--- src/rtl/fs_pkg.sv ---
package fs_pkg;
   typedef enum logic [1:0] {
      ST_RESET  = 2'd0,
      ST_DIAG   = 2'd1,
      ST_ACTIVE = 2'd2,
      ST_SAFE   = 2'd3
   } fs_state_e;

   localparam int SEL_W = 2;
endpackage

--- src/rtl/fs_err_counter.sv ---
module fs_err_counter #(
   parameter int ERR_W = 4
) (
   input  logic             clk,
   input  logic             rst_n,
   input  logic             inc_i,
   output logic [ERR_W-1:0] cnt_o
);
   localparam logic [ERR_W-1:0] CNT_MAX = '1;

   logic [ERR_W-1:0] cnt_q;

   always_ff @(posedge clk or negedge rst_n) begin
      if (!rst_n) begin
         cnt_q <= '0;
      end else if (inc_i && (cnt_q != CNT_MAX)) begin
         cnt_q <= cnt_q + 1'b1;
      end
   end

   assign cnt_o = cnt_q;
endmodule

--- src/rtl/fs_timer.sv ---
module fs_timer #(
   parameter int TO_BASE = 256,
   parameter int RST_EXT = 16,
   parameter int SEL_W   = 2
) (
   input  logic             clk,
   input  logic             rst_n,
   input  logic             clear_i,
   input  logic             run_i,
   input  logic             safe_mode_i,
   input  logic [SEL_W-1:0] to_sel_i,
   output logic             done_o
);
   localparam int MAX_SAFE = TO_BASE << ((1 << SEL_W) - 1);
   localparam int TW       = $clog2(MAX_SAFE + RST_EXT + 1);
   localparam bit BASE_P2  = (TO_BASE & (TO_BASE - 1)) == 0;

   logic [TW-1:0] cnt_q;
   logic [TW-1:0] safe_lim;
   logic [TW-1:0] limit;

   generate
      if (BASE_P2) begin : g_shift_lim
         localparam int LOG_BASE = $clog2(TO_BASE);
         always_comb begin
            safe_lim = TW'(1) << (TW'(LOG_BASE) + TW'(to_sel_i));
         end
      end else begin : g_mul_lim
         always_comb begin
            safe_lim = TW'(TO_BASE) << to_sel_i;
         end
      end
   endgenerate

   assign limit  = safe_mode_i ? safe_lim : TW'(RST_EXT);
   assign done_o = run_i && (cnt_q == (limit - 1'b1));

   always_ff @(posedge clk or negedge rst_n) begin
      if (!rst_n) begin
         cnt_q <= '0;
      end else if (clear_i) begin
         cnt_q <= '0;
      end else if (run_i && !done_o) begin
         cnt_q <= cnt_q + 1'b1;
      end
   end
endmodule

--- src/rtl/fs_cfg_regs.sv ---
module fs_cfg_regs
   import fs_pkg::*;
#(
   parameter int ERR_W = 4
) (
   input  logic             clk,
   input  logic             rst_n,
   input  fs_state_e        state_q_i,
   input  fs_state_e        state_d_i,
   input  logic             wr_i,
   input  logic             to_dis_i,
   input  logic [ERR_W-1:0] lock_th_i,
   input  logic [SEL_W-1:0] to_sel_i,
   input  logic             wd_rst_en_i,
   input  logic             drv_en_i,
   output logic             to_dis_o,
   output logic [ERR_W-1:0] lock_th_o,
   output logic [SEL_W-1:0] to_sel_o,
   output logic             wd_rst_en_o,
   output logic             drv_en_o
);
   logic in_diag;
   logic in_run;

   assign in_diag = (state_q_i == ST_DIAG);
   assign in_run  = in_diag || (state_q_i == ST_ACTIVE);

   always_ff @(posedge clk or negedge rst_n) begin
      if (!rst_n) begin
         to_dis_o    <= 1'b1;
         lock_th_o   <= '0;
         to_sel_o    <= '0;
         wd_rst_en_o <= 1'b1;
      end else if (wr_i) begin
         to_sel_o    <= to_sel_i;
         wd_rst_en_o <= wd_rst_en_i;
         if (in_diag) begin
            to_dis_o  <= to_dis_i;
            lock_th_o <= lock_th_i;
         end
      end
   end

   always_ff @(posedge clk or negedge rst_n) begin
      if (!rst_n) begin
         drv_en_o <= 1'b0;
      end else if (state_d_i == ST_SAFE) begin
         drv_en_o <= 1'b0;
      end else if (wr_i && in_run) begin
         drv_en_o <= drv_en_i;
      end
   end
endmodule

--- src/rtl/fs_state_core.sv ---
module fs_state_core
   import fs_pkg::*;
(
   input  logic      clk,
   input  logic      rst_n,
   input  logic      glb_reset_i,
   input  logic      glb_safe_i,
   input  logic      mcu_trip_i,
   input  logic      wd_trip_i,
   input  logic      go_active_i,
   input  logic      safe_exit_i,
   input  logic      lock_i,
   input  logic      tmr_done_i,
   output fs_state_e state_q_o,
   output fs_state_e state_d_o,
   output logic      safe_inc_o
);
   fs_state_e state_q;
   fs_state_e state_d;

   always_comb begin
      state_d    = state_q;
      safe_inc_o = 1'b0;
      if (glb_reset_i) begin
         state_d = ST_RESET;
      end else begin
         case (state_q)
            ST_RESET: begin
               if (tmr_done_i) begin
                  state_d = lock_i ? ST_SAFE : ST_DIAG;
               end
            end
            ST_DIAG, ST_ACTIVE: begin
               if (glb_safe_i || mcu_trip_i) begin
                  state_d    = ST_SAFE;
                  safe_inc_o = 1'b1;
               end else if (wd_trip_i) begin
                  state_d = ST_RESET;
               end else if ((state_q == ST_DIAG) && go_active_i) begin
                  state_d = ST_ACTIVE;
               end
            end
            ST_SAFE: begin
               if (safe_exit_i) begin
                  state_d = wd_trip_i ? ST_RESET : ST_DIAG;
               end else if (tmr_done_i) begin
                  state_d = ST_RESET;
               end
            end
            default: state_d = ST_RESET;
         endcase
      end
   end

   always_ff @(posedge clk or negedge rst_n) begin
      if (!rst_n) begin
         state_q <= ST_RESET;
      end else begin
         state_q <= state_d;
      end
   end

   assign state_q_o = state_q;
   assign state_d_o = state_d;
endmodule

--- src/rtl/fs_supervisor.sv ---
module fs_supervisor
   import fs_pkg::*;
#(
   parameter int ERR_W   = 4,
   parameter int FC_W    = 4,
   parameter int TO_BASE = 256,
   parameter int RST_EXT = 16
) (
   input  logic             clk,
   input  logic             rst_n,
   input  logic             glb_safe_i,
   input  logic             glb_reset_i,
   input  logic             go_active_i,
   input  logic             safe_exit_i,
   input  logic [FC_W-1:0]  mcu_fail_cnt_i,
   input  logic [FC_W-1:0]  mcu_fail_th_i,
   input  logic [FC_W-1:0]  wd_fail_cnt_i,
   input  logic [FC_W-1:0]  wd_rst_th_i,
   input  logic             cfg_wr_i,
   input  logic             cfg_to_dis_i,
   input  logic [ERR_W-1:0] cfg_lock_th_i,
   input  logic [1:0]       cfg_to_sel_i,
   input  logic             cfg_wd_rst_en_i,
   input  logic             cfg_drv_en_i,
   output logic [1:0]       state_o,
   output logic             nres_o,
   output logic             endrv_n_o,
   output logic             drv_en_o,
   output logic [ERR_W-1:0] err_cnt_o,
   output logic             safe_lock_o,
   output logic             to_off_o
);
   generate
      if (ERR_W < 2) begin : g_bad_err_w
         $error("fs_supervisor: ERR_W must be at least 2");
      end
      if (FC_W < 1) begin : g_bad_fc_w
         $error("fs_supervisor: FC_W must be at least 1");
      end
      if (TO_BASE < 1) begin : g_bad_base
         $error("fs_supervisor: TO_BASE must be at least 1");
      end
      if (RST_EXT < 1) begin : g_bad_ext
         $error("fs_supervisor: RST_EXT must be at least 1");
      end
   endgenerate

   fs_state_e        st_q;
   fs_state_e        st_d;
   logic             safe_inc;
   logic             tmr_done;
   logic             tmr_run;
   logic             tmr_clear;
   logic             mcu_trip;
   logic             wd_trip;
   logic             lock_on;
   logic             to_off;
   logic [ERR_W-1:0] err_cnt;
   logic             cfg_to_dis;
   logic [ERR_W-1:0] cfg_lock_th;
   logic [SEL_W-1:0] cfg_to_sel;
   logic             cfg_wd_en;
   logic             cfg_drv_en;

   assign mcu_trip = (mcu_fail_th_i != '0) && (mcu_fail_cnt_i >= mcu_fail_th_i);
   assign wd_trip  = cfg_wd_en && (wd_fail_cnt_i >= wd_rst_th_i);
   assign lock_on  = (cfg_lock_th != '0) && (err_cnt >= cfg_lock_th);
   assign to_off   = cfg_to_dis && (err_cnt > cfg_lock_th);

   assign tmr_run   = ((st_q == ST_RESET) && !glb_reset_i) ||
                      ((st_q == ST_SAFE) && !to_off);
   assign tmr_clear = (st_d != st_q) || !tmr_run;

   fs_state_core u_core (
      .clk         (clk),
      .rst_n       (rst_n),
      .glb_reset_i (glb_reset_i),
      .glb_safe_i  (glb_safe_i),
      .mcu_trip_i  (mcu_trip),
      .wd_trip_i   (wd_trip),
      .go_active_i (go_active_i),
      .safe_exit_i (safe_exit_i),
      .lock_i      (lock_on),
      .tmr_done_i  (tmr_done),
      .state_q_o   (st_q),
      .state_d_o   (st_d),
      .safe_inc_o  (safe_inc)
   );

   fs_err_counter #(.ERR_W(ERR_W)) u_err (
      .clk   (clk),
      .rst_n (rst_n),
      .inc_i (safe_inc),
      .cnt_o (err_cnt)
   );

   fs_timer #(
      .TO_BASE (TO_BASE),
      .RST_EXT (RST_EXT),
      .SEL_W   (SEL_W)
   ) u_tmr (
      .clk         (clk),
      .rst_n       (rst_n),
      .clear_i     (tmr_clear),
      .run_i       (tmr_run),
      .safe_mode_i (st_q == ST_SAFE),
      .to_sel_i    (cfg_to_sel),
      .done_o      (tmr_done)
   );

   fs_cfg_regs #(.ERR_W(ERR_W)) u_cfg (
      .clk         (clk),
      .rst_n       (rst_n),
      .state_q_i   (st_q),
      .state_d_i   (st_d),
      .wr_i        (cfg_wr_i),
      .to_dis_i    (cfg_to_dis_i),
      .lock_th_i   (cfg_lock_th_i),
      .to_sel_i    (cfg_to_sel_i),
      .wd_rst_en_i (cfg_wd_rst_en_i),
      .drv_en_i    (cfg_drv_en_i),
      .to_dis_o    (cfg_to_dis),
      .lock_th_o   (cfg_lock_th),
      .to_sel_o    (cfg_to_sel),
      .wd_rst_en_o (cfg_wd_en),
      .drv_en_o    (cfg_drv_en)
   );

   assign state_o     = st_q;
   assign nres_o      = (st_q != ST_RESET);
   assign endrv_n_o   = (st_q == ST_DIAG) || (st_q == ST_ACTIVE);
   assign drv_en_o    = cfg_drv_en;
   assign err_cnt_o   = err_cnt;
   assign safe_lock_o = lock_on;
   assign to_off_o    = to_off;
endmodule

--- config.mk ---
export PLATFORM = sky130hd
export DESIGN_NAME = fs_supervisor
export DESIGN_NICKNAME = d
export VERILOG_FILES = /design/src/rtl/fs_pkg.sv /design/src/rtl/fs_err_counter.sv /design/src/rtl/fs_timer.sv /design/src/rtl/fs_cfg_regs.sv /design/src/rtl/fs_state_core.sv /design/src/rtl/fs_supervisor.sv
export SDC_FILE = /design/constraint.sdc
export NUM_CORES = 1
export LEC_CHECK = 0
export ABC_CLOCK_PERIOD_IN_PS = 3100
export BUFFER_PORTS_ARGS = -buffer_cell sky130_fd_sc_hd__buf_2
export CORE_MARGIN = 10
export CORE_UTILIZATION = 44
export CTS_CLUSTER_DIAMETER = 100
export DETAILED_ROUTE_END_ITERATION = 6
export HOLD_SLACK_MARGIN = 0.1
export PLACE_DENSITY = 0.66
export SKIP_LAST_GASP = 1
export SLEW_MARGIN = 20
export SYNTH_ARGS = -nofsm -noshare
export SYNTH_HDL_FRONTEND = slang
export SYNTH_SLANG_ARGS = --single-unit
--- constraint.sdc ---
create_clock -name clk -period 3.1 [get_ports clk]
set_input_delay 0.465 -clock clk [delete_from_list [all_inputs] [get_ports clk]]
set_output_delay 0.465 -clock clk [all_outputs]
set_load 0.01 [all_outputs]
======== Word level (Yosys, flattened, before mapping) ========
Cells that the tools add are included.
Widths: inputs -> output; s select.
operators by class
  $lt $le $gt $ge ......................... 4
  div/mod/pow operators ................... 0
  equality and inequality tests ........... 7
  shift operators ......................... 1
  $mul .................................... 0
  mux-type cells .......................... 18
  reduce and logical (&&, ||, !) cells .... 27
  add/sub/neg operators ................... 4
  bitwise gates (word level) .............. 0
operators with widths
  cell                   number
  $mux 12                3
  $mux 2                 8
  $add 12x1->12 const B  1
  $eq 12x12->1           1
  $ge 4x4->1             3
  $shl 1x12->12 const A  1
  $sub 12x1->12 const B  1
  $logic_and 1x1->1      11
  $reduce_bool 4->1      2
  $eq 2x2->1 const B     3
  $mux 1                 6
  $pmux 2 s3             1
  $reduce_bool 2->1      3
  $add 4x2->5 const A    1
  $add 4x1->4 const B    1
  $gt 4x4->1             1
  $logic_not 1->1        4
  $logic_or 1x1->1       4
  $ne 4x4->1 const B     1
  $eq 2x1->1 const B     1
  $logic_not 2->1        1
  $ne 2x2->1             1
  $reduce_and 2->1       1
  $reduce_or 2->1        1
storage, ports and cells
  bits in writable memories ............... 0
  register bits after elaboration ......... 27
  input bits .............................. 32
  output and inout port bits .............. 11
  latch bits .............................. 0
  memory bits (read-only) ................. 0
  memories kept ........................... 0
  logic and storage cells ................. 69

======== Logic depth before layout (Yosys ltp) ========
Gate-level depths: netlist (run 1).
  word-level depth ........................ 13
  mapped depth ............................ 11
  gate-level depth less buffers ........... 10

======== Modules after synthesis ========
Synthesis (run 1) repeated with hierarchy kept, for this count alone.
unflattened totals
  cell total of the unflattened synthesis .. 202
  area, all modules ....................... 1924.3 um2
by module, submodules not included
  module          instances  area each (um2)  cells an instance  seq. area each (um2)
  fs_timer        1          721.9            76                 300.3
  fs_supervisor   1          400.4            59                 0.0
  fs_cfg_regs     1          390.4            24                 227.7
  fs_err_counter  1          210.2            20                 100.1
  fs_state_core   1          201.4            23                 50.0

======== Worst setup path after synthesis (run 1) ========
OpenSTA, ideal clock, no wires.
  path type ............................... register -> register
  from .................................... reg u_core.state_q[0], in the netlist u_core.state_q_o[0]
  to ...................................... reg u_tmr.cnt_q[11]
  clock period less this slack ............ 2.771 ns
  cell stages (with the launch flop) ...... 11
  library setup time ...................... 0.120 ns
  path buffers ............................ 1
  path slack .............................. 0.329 ns
  data required time ...................... 2.980 ns
  arrival ................................. 2.651 ns
  cells stage by stage .................... dfrtp_1 -> ha_1 -> or4_1 -> o22ai_1 -> and4_1 -> nand3_1 -> nor2b_4 -> or4_4 -> nand3_2 -> buf_6 -> nor3_2
on the way
  cells in the longest elaborated chain, start to end .. 12
  elaborated cells between the ends (all ways) .. 28
  classes of those cells .................. add/sub (1); eq/ne (5); mux (10); reduce/logical (12)
ends and longest elaborated chain
  element                                       line                                                            RTL
  start, declared                               fs_state_core.sv:18                                             fs_state_e state_q;
  start signal, assigned                        fs_state_core.sv:59                                             state_q <= state_d;
  $eq 2x2->1                                    fs_state_core.sv:27, fs_supervisor.sv:71, fs_supervisor.sv:106
  $mux 12                                       fs_timer.sv:35                                                  assign limit = safe_mode_i ? safe_lim : TW'(RST_EXT);
  $sub 12x1->12                                 fs_timer.sv:36                                                  assign done_o = run_i && (cnt_q == (limit - 1'b1));
  $eq 12x12->1                                  fs_timer.sv:36
  $logic_and 1x1->1                             fs_timer.sv:36
  $mux 2                                        fs_state_core.sv:46                                             end else if (tmr_done_i) begin
  $mux 2                                        fs_state_core.sv:44                                             if (safe_exit_i) begin
  $pmux 2 s3                                    fs_state_core.sv:27                                             case (state_q)
  $mux 2                                        fs_state_core.sv:24                                             if (glb_reset_i) begin
  $ne 2x2->1                                    fs_supervisor.sv:72                                             assign tmr_clear = (st_d != st_q) || !tmr_run;
  $logic_or 1x1->1                              fs_supervisor.sv:72
  $mux 12 or $reduce_bool 2->1 (tied branches)  n/a
  end signal, assigned                          fs_timer.sv:44                                                  cnt_q <= cnt_q + 1'b1;
  end, declared                                 fs_timer.sv:18                                                  logic [TW-1:0] cnt_q;
Several ways; a longest one is shown, not always the timed one.
A chain may end at the register's enable or synchronous reset.

======== Worst setup path in the final report (run 1) ========
  from .................................... reg u_core.state_q[1], in the netlist u_core.state_q_o[1]
  to ...................................... reg u_tmr.cnt_q[10]
Same word-level chain as after synthesis.

==> metrics.txt, run 1 <==
Synth async-reset ratio 1.00; max cap viols 0; cell count after synthesis around 210; Crit Reg-Reg Startpoint u_core.state_q_o[1]$_DFF_PN0_; sequential share of the synthesized area 0.330; DR WL met3 232 um; initial drt markers 65; Critical Path Start u_core.state_q_o[1]$_DFF_PN0_; Hold Vio Cnt, Final 0; non-filler instance count after layout 306; vias in the first global route 1694; status finished, final reports clean; cts bufs inserted 3; leakage 1.11 nW; die width 88.4 um; Initial DRT Pass Iterations 4; RSZ-0062 raised after global routing false; met2 WL roughly 2000 um; commonest non-fill, non-tap cell in the layout buf_2; syn_area_per_cell 9.88 um^2; setup TNS 0 ps; CTS Hold Bufs 0; reg2reg end u_tmr.cnt_q[10]$_DFFE_PN0P_; hpwl dp 3580 um; Crit Path Class register to register; IO Count 43; max-slew violation count 0; post-CTS setup buffers 0; period utilisation layout 0.918; area grow syn2layout 14.9%; I/O Buffers 42; Crit path arrival time between 2000 and 3000 ps; fin area 2360 um^2; initial antenna violation count 0; CTS clock-pin slew for the worst setup and hold paths 100 ps; Via density 5.42; clk_lat worst skew 280 ps; Netlist cell types 51; reg2reg setup slack 250 ps; largest net degree at the start of global routing 28; global-route wire length before repair about 7700 um; H-tree levels 1; CTS sink cnt 27; relative slew slack 0.571; Post-CTS Resized 0; global route overflow 0; Max Clock Freq 351 MHz; worst hold-check path type primary input to asynchronous set/reset pin; die area 7810 um^2; required time worst endpoint 3250 ps; Critical Path End Type register; placed cell area 2320 um^2; Final min period 2850 ps; drt wl/cell 14.3 um; Cell Area, Synth about 2100 um^2; Total Wirelength 4380 um; Post-synth EDFFs 0; final setup fails 0; Register-to-Register Path Depth 9; post-route antenna net violation count 0; via count 1660; ant diodes 0; Post-route DRC 0; Die Ht a little under 90 um; Syn Nets 259; All-Layer GR Usage 0.119; final setup margin 254 ps; Max Fanout on Critical Path 12; most common flop cell mapped by yosys dfrtp_1; DP Worst Slack 255 ps; starting density of the core 0.463; Peak VDD IR 0.000452 V; wire length on met1 between 2000 and 2500 um; site row count 24; CTS tree done; FF+latch count, synth 27; Power Density 759 nW/um^2; startpoint class of the critical path register; core footprint 4440 um^2; Slew @ Worst Pin 639 ps; Root Driver clkbuf_8; final net count around 310; placer congestion estimate 0.823; hold_ws 181 ps; clk_skew approximately 10 ps; layout cells sized above 1 0.335; most frequent cells in the layout buf_2, dfrtp_1, inv_1, ha_1, nand2_1; clock tree buffer depth 2; Synth Warn # 0; Placed Cells incl. Taps 302; Max Used Layer met4
[kinds of logic (layout without fill, tap and decap cells)]
logic type | Yosys count | count (layout) | synth area share
muxes | 11 | 11 | 0.0645
DFF | 27 | 27 | 0.330
adders and majority gates | 19 | 19 | 0.116
buffers and inverters | 23 | 69 | 0.0560
and+or+nand+nor | 74 | 74 | 0.231
xor gates and xnor gates | 18 | 18 | 0.0767
AOI/OAI and AO/OA | 36 | 36 | 0.126
[sequential cells by signal (all words and copies together), names as in the netlist]
register / count
u_tmr.cnt_q: 12
u_cfg.to_sel_o: 2
u_cfg.drv_en_o: 1
u_err.cnt_o: 4
u_cfg.to_dis_o: 1
u_cfg.wd_rst_en_o: 1
u_cfg.lock_th_o: 4
u_core.state_q_o: 2
[layer usage]
metal | GRT usage | up-vias
li1 | - | 842
met1 | 0.156 | 774
met2 | 0.196 | 39
met3 | 0.0184 | 5
met4 | 0.0367 | 0
met5 | 0 | -
[stage by stage]
stage                      util  power, mW
after floorplan               -       1.35
after global placement    0.521       1.60
after detailed placement  0.521       1.61
after CTS                 0.532       1.82
after global routing      0.532       1.95
final                     0.532       1.79
[worst max-delay path by stage]
stage                                  endpoint
floorplan           u_tmr.cnt_q[11]$_DFFE_PN0P_
global placement     u_tmr.cnt_q[9]$_DFFE_PN0P_
detailed placement  u_tmr.cnt_q[10]$_DFFE_PN0P_
CTS                 u_tmr.cnt_q[10]$_DFFE_PN0P_
global route        u_tmr.cnt_q[10]$_DFFE_PN0P_
finish              u_tmr.cnt_q[10]$_DFFE_PN0P_
[critical path, cell delays in order (launching register included)]
cell and delay (ps):
dfrtp_1 430, ha_1 220, or4_1 510, o22ai_1 120, and4_1 250, nand3_1 120
nor2b_4 160, or4_4 510, nand3_2 290, nor3_1 110
[synth_stat cells, types with 2 or more instances]
cell,number,area (um^2)
a311oi_1,2,17.5
o22ai_1,2,12.5
nor3_1,5,25.0
ha_1,19,238
xnor2_1,11,96.3
mux2i_1,2,20.0
o211ai_1,4,30.0
dfstp_2,2,52.6
nor4_1,3,18.8
buf_6,2,22.5
nand3_1,8,40.0
mux2_2,8,90.1
o21ai_0,6,30.0
nor3_2,10,100
a21oi_1,9,45.0
nor2_1,4,15.0
dfrtp_1,25,626
a31oi_1,2,12.5
inv_1,19,71.3
nand3_2,2,20.0
xor2_1,7,61.3
nand2_1,17,63.8
nor2b_1,5,31.3
nand2b_1,4,25.0
or4_1,2,15.0
nand4_1,3,18.8
[layout make-up]
class	count	area [um^2]
Clock buffer	4	45.0
Sequential cell	27	678
Fill cell	429	2080
Inverter	19	71.3
Tap cell	52	65.1
Multi-Input combinational cell	158	1260
Timing Repair Buffer	46	240
[power breakdown]
group / total, mW / leakage [nW] / internal [mW] / switching (mW)
clock: 0.205 / 0.0228 / 0.0923 / 0.113
combinational: 1.05 / 0.739 / 0.439 / 0.613
sequential: 0.537 / 0.346 / 0.452 / 0.0849
total: 1.79 / 1.11 / 0.983 / 0.811
Note: power is estimated with default switching activity, not from simulation.
==> run 2, diff against run 1 <==
ABC_CLOCK_PERIOD_IN_PS = 2800   (was 3100)
CELL_PAD_IN_SITES_DETAIL_PLACEMENT = 0   (was unset)
CELL_PAD_IN_SITES_GLOBAL_PLACEMENT = 1   (was unset)
CORE_UTILIZATION = 42   (was 44)
PLACE_DENSITY = unset   (was 0.66)
PLACE_DENSITY_LB_ADDON = 0.1   (was unset)
clock period = 2.8 ns   (was 3.1 ns; I/O delays follow)
==> metrics.txt, run 2 (same netlist as run 1, synthesis figures left out) <==
status finished, final reports clean; largest net degree at the start of global routing 28; Final Util 0.520; leakage ~1.1 nW; H-tree levels 1; Peak VDD IR 0.000604 V; Crit Reg-Reg Startpoint u_core.state_q_o[0]$_DFF_PN0_; RSZ-0062 raised after global routing true; required time worst endpoint approximately 3000 ps; period utilisation layout 0.957; clock tree buffer depth 2; Max Used Layer met4; site row count 25; hpwl dp 3650 um; clk_lat worst skew around 270 ps; post-CTS setup buffers 0; Placed Cells incl. Taps ~320; non-filler instance count after layout around 330; relative slew slack 0.578; global-route wire length before repair 7820 um; Root Driver clkbuf_8; via count approximately 1700; global route overflow 0; clk_skew 7.57 ps; vias in the first global route 1705; Die Ht 90.0 um; final net count 311; area grow syn2layout 19.4%; DR WL met3 192 um; Total Wirelength 4680 um; drt wl/cell 14.4 um; Hold Vio Cnt, Final 0; initial drt markers 45; max cap viols 0; initial antenna violation count 0; cts bufs inserted 3; met2 WL 2380 um; Max Clock Freq 373 MHz; Via density 5.15; All-Layer GR Usage 0.111; starting density of the core 0.435; reg2reg end u_tmr.cnt_q[4]$_DFFE_PN0P_; layout cells sized above 1 0.359; Critical Path End Type register; Pwr Total 2.10 mW; CTS tree done; core footprint 4720 um^2; most frequent cells in the layout buf_2, dfrtp_1, inv_1, ha_1, nand2_1; die width 90.0 um; post-route antenna net violation count 0; Power Density about 860 nW/um^2; Register-to-Register Path Depth 9; placer congestion estimate 0.797; reg2reg setup slack 120 ps; CTS clock-pin slew for the worst setup and hold paths 100 ps; die area 8090 um^2; max-slew violation count 0; wire length on met1 2080 um; final setup fails 0; I/O Buffers 42; Final min period between 2000 and 3000 ps; Initial DRT Pass Iterations 4; Max Fanout on Critical Path 6; Post-route DRC 0; IO Count 43; Crit path arrival time around 2800 ps; ant diodes 0; max reg flops 12; Crit Path Class register to register; worst hold-check path type primary input to asynchronous set/reset pin; Slew @ Worst Pin between 600 and 700 ps; startpoint class of the critical path register; commonest non-fill, non-tap cell in the layout buf_2; CTS sink cnt 27; Top reg by flops u_tmr.cnt_q
[run 2: where the power goes]
group	leakage (nW)	internal, mW	switching, mW
combinational	0.762	0.537	0.743
sequential	0.346	0.500	0.0923
clock	0.0255	0.0998	0.126
[run 2: area by class of cell]
type                    count  area, um^2
clock inverters             1        5.00
multi-input cells         159        1310
flip-flops and latches     27         678
fillers                   450        2270
inverters                  19        71.3
clock buffers               3        41.3
well taps                  67        83.8
repair buffers             50         270
[run 2: timing repair]
item                       in CTS  in global routing
gates resized for setup         1                  4
pin swaps                       0                  1
hold buffers                    0                  0
gates cloned                    0                  1
setup endpoints to repair       2                 12
[run 2: how the worst max path moves through the flow]
stage,start,endpoint,slack (ps),cells past startpoint
global route,u_cfg.lock_th_o[1]$_DFFE_PN0P_,u_cfg.drv_en_o$_DFFE_PN0P_,-10,10
CTS,u_core.state_q_o[0]$_DFF_PN0_,u_tmr.cnt_q[9]$_DFFE_PN0P_,30,9
finish,u_core.state_q_o[0]$_DFF_PN0_,u_tmr.cnt_q[4]$_DFFE_PN0P_,120,9
global placement,u_core.state_q_o[0]$_DFF_PN0_,u_tmr.cnt_q[10]$_DFFE_PN0P_,50,9
floorplan,u_core.state_q_o[0]$_DFF_PN0_,u_tmr.cnt_q[11]$_DFFE_PN0P_,30,10
detailed placement,u_core.state_q_o[0]$_DFF_PN0_,u_tmr.cnt_q[9]$_DFFE_PN0P_,8,9
[run 2: per-stage QoR]
step	worst slack (ps)	instance area [um^2]	hold slack, ps	setup TNS, ps
after floorplan	29.0	2060	124	0
final	120	2450	150	0
after global placement	48.7	2370	479	0
after CTS	29.4	2420	177	0
after detailed placement	8.28	2370	489	0
after global routing	-12.3	2450	187	-26.8
[run 2: worst max-delay path, cell delays in order, from the launching register on]
cell and delay, ps:
dfrtp_1 410, ha_1 220, or4_1 520, o22ai_1 130, and4_1 240, nand3_1 110, nor2b_4 170, or4_4 560
nand3_4 150, nor3_2 60
[run 2: metal layers]
| metal | up-vias | track usage |
|---|---|---|
| li1 | 848 | - |
| met1 | 799 | 0.131 |
| met4 | 0 | 0.0212 |
| met2 | 29 | 0.199 |
| met3 | 4 | 0.0291 |
| met5 | - | 0 |
==> run 3, diff against run 2 <==
CORE_ASPECT_RATIO = 1.1   (was unset)
CORE_MARGIN = 4   (was 10)
GPL_ROUTABILITY_DRIVEN = 1   (was unset)
==> metrics.txt, run 3 (same netlist as run 1, synthesis figures left out) <==
status finished, final reports clean; max cap viols 0; worst hold-check path type primary input to asynchronous set/reset pin; relative slew slack 0.574; CTS sink cnt 27; via count ~1600; post-CTS setup buffers 0; setup TNS 0 ps; Initial DRT Pass Iterations 4; hpwl dp 3390 um; I/O Buffers 42; RSZ-0062 raised after global routing false; max-slew violation count 0; Max Clock Freq 379 MHz; die width 74.7 um; critical path, cell by cell ha_1 > or4_1 > o22ai_1 > and4_1 > nand3_1 > nor2b_4 > or4_4 > nand3_4 > nor3_1; Hold Vio Cnt, Final 0; initial drt markers 90; Power Density approximately 860 nW/um^2; startpoint class of the critical path register; required time worst endpoint between 2000 and 3000 ps; All-Layer GR Usage 0.159; clk_skew 4.83 ps; Final min period about 2600 ps; global route overflow 0; Total Wirelength 4480 um; Root Driver clkbuf_8; clk_lat worst skew 280 ps; Crit path arrival time 2800 ps; largest net degree at the start of global routing 28; clock tree buffer depth 2; core footprint 4680 um^2; Crit Reg-Reg Startpoint u_core.state_q_o[0]$_DFF_PN0_; final net count 311; Peak VDD IR ~0.00057 V; Post-route DRC 0; site row count 26; Placed Cells incl. Taps 310; cts bufs inserted 3; CTS clock-pin slew for the worst setup and hold paths 100 ps; Slew @ Worst Pin 639 ps; Critical Path End Type register; placer congestion estimate 0.791; Pwr Total 2.10 mW; leakage ~1.1 nW; most frequent cells in the layout buf_2, dfrtp_1, inv_1, ha_1, nand2_1; ant diodes 0; Crit Path Class register to register; Register-to-Register Path Depth 9; global-route wire length before repair 7530 um; area grow syn2layout 18.9%; H-tree levels 1; CTS tree done; starting density of the core 0.439; Die Ht 81.4 um; layout cells sized above 1 0.359; Max Fanout on Critical Path 6; Critical Path Start u_core.state_q_o[0]$_DFF_PN0_; vias in the first global route 1616; period utilisation layout 0.941; IO Count 43; commonest non-fill, non-tap cell in the layout buf_2; drt wl/cell about 14 um; Via density 5.15; post-route antenna net violation count 0; max reg flops 12; slowest stage delay, CP 560 ps; hold_ws roughly 150 ps; non-filler instance count after layout 315; final setup fails 0; slowest stage cell on the critical path or4_4; Top reg by flops u_tmr.cnt_q; reg2reg setup slack 160 ps; die area 6080 um^2; initial antenna violation count 0
run 3: cell count changes in the layout (fill, tap and decap cells not counted), sizes merged:
cell / change
clkinvlp: +1
clkinv: -1
run 3: area by class of cell:
class	count	area (um^2)
timing repair buffer	50	270
multi-input combinational	159	1310
tap	56	70.1
sequential	27	678
fill	451	2240
inverter	19	71.3
clock inverter	1	7.51
clock buffer	3	41.3
run 3: where the power goes:
group / internal [mW] / switching [mW] / total (mW)
sequential: 0.500 / 0.0900 / 0.590
clock: 0.101 / 0.132 / 0.234
combinational: 0.536 / 0.741 / 1.28
total: 1.14 / 0.963 / 2.10
run 3: worst paths after layout:
path / endpoint
worst min register to register: u_cfg.lock_th_o[1]$_DFFE_PN0P_
worst min-delay path: u_tmr.cnt_q[11]$_DFFE_PN0P_
worst max register to register: u_tmr.cnt_q[10]$_DFFE_PN0P_
min in group clk: u_cfg.wd_rst_en_o$_DFFE_PN1P_
max in group asynchronous: u_err.cnt_o[2]$_DFFE_PN0P_
worst max-delay path: u_tmr.cnt_q[10]$_DFFE_PN0P_
run 3: timing repair:
| action | in CTS | in global routing |
|---|---|---|
| hold buffers | 0 | 0 |
| endpoints found under the hold margin | 0 | 0 |
| endpoints found under the setup margin | 0 | 12 |
| gates resized for setup | 0 | 6 |
run 3: through the flow:
| stage | worst slack (ps) | util | instance area, um^2 |
|---|---|---|---|
| after floorplan | 29.0 | - | 2060 |
| after global placement | 63.4 | 0.502 | 2350 |
| after detailed placement | 38.2 | 0.502 | 2350 |
| after CTS | 17.1 | 0.513 | 2400 |
| after global routing | 1.91 | 0.522 | 2440 |
| final | 164 | 0.522 | 2440 |
run 3: layer usage:
metal	track usage	part of all wire
met1	0.205	0.44
met2	0.279	0.52
met3	0.0248	0.038
met4	0.0338	0.0063
met5	0	0
run 3: critical path, delay by kind of cell, from the launching register on:
kind	cells	cell delay (ps)
AND/OR/NAND/NOR	7	1780
flip-flops	1	410
adder cells (fa/ha/maj)	1	210
AO/OA/AOI/OAI	1	120
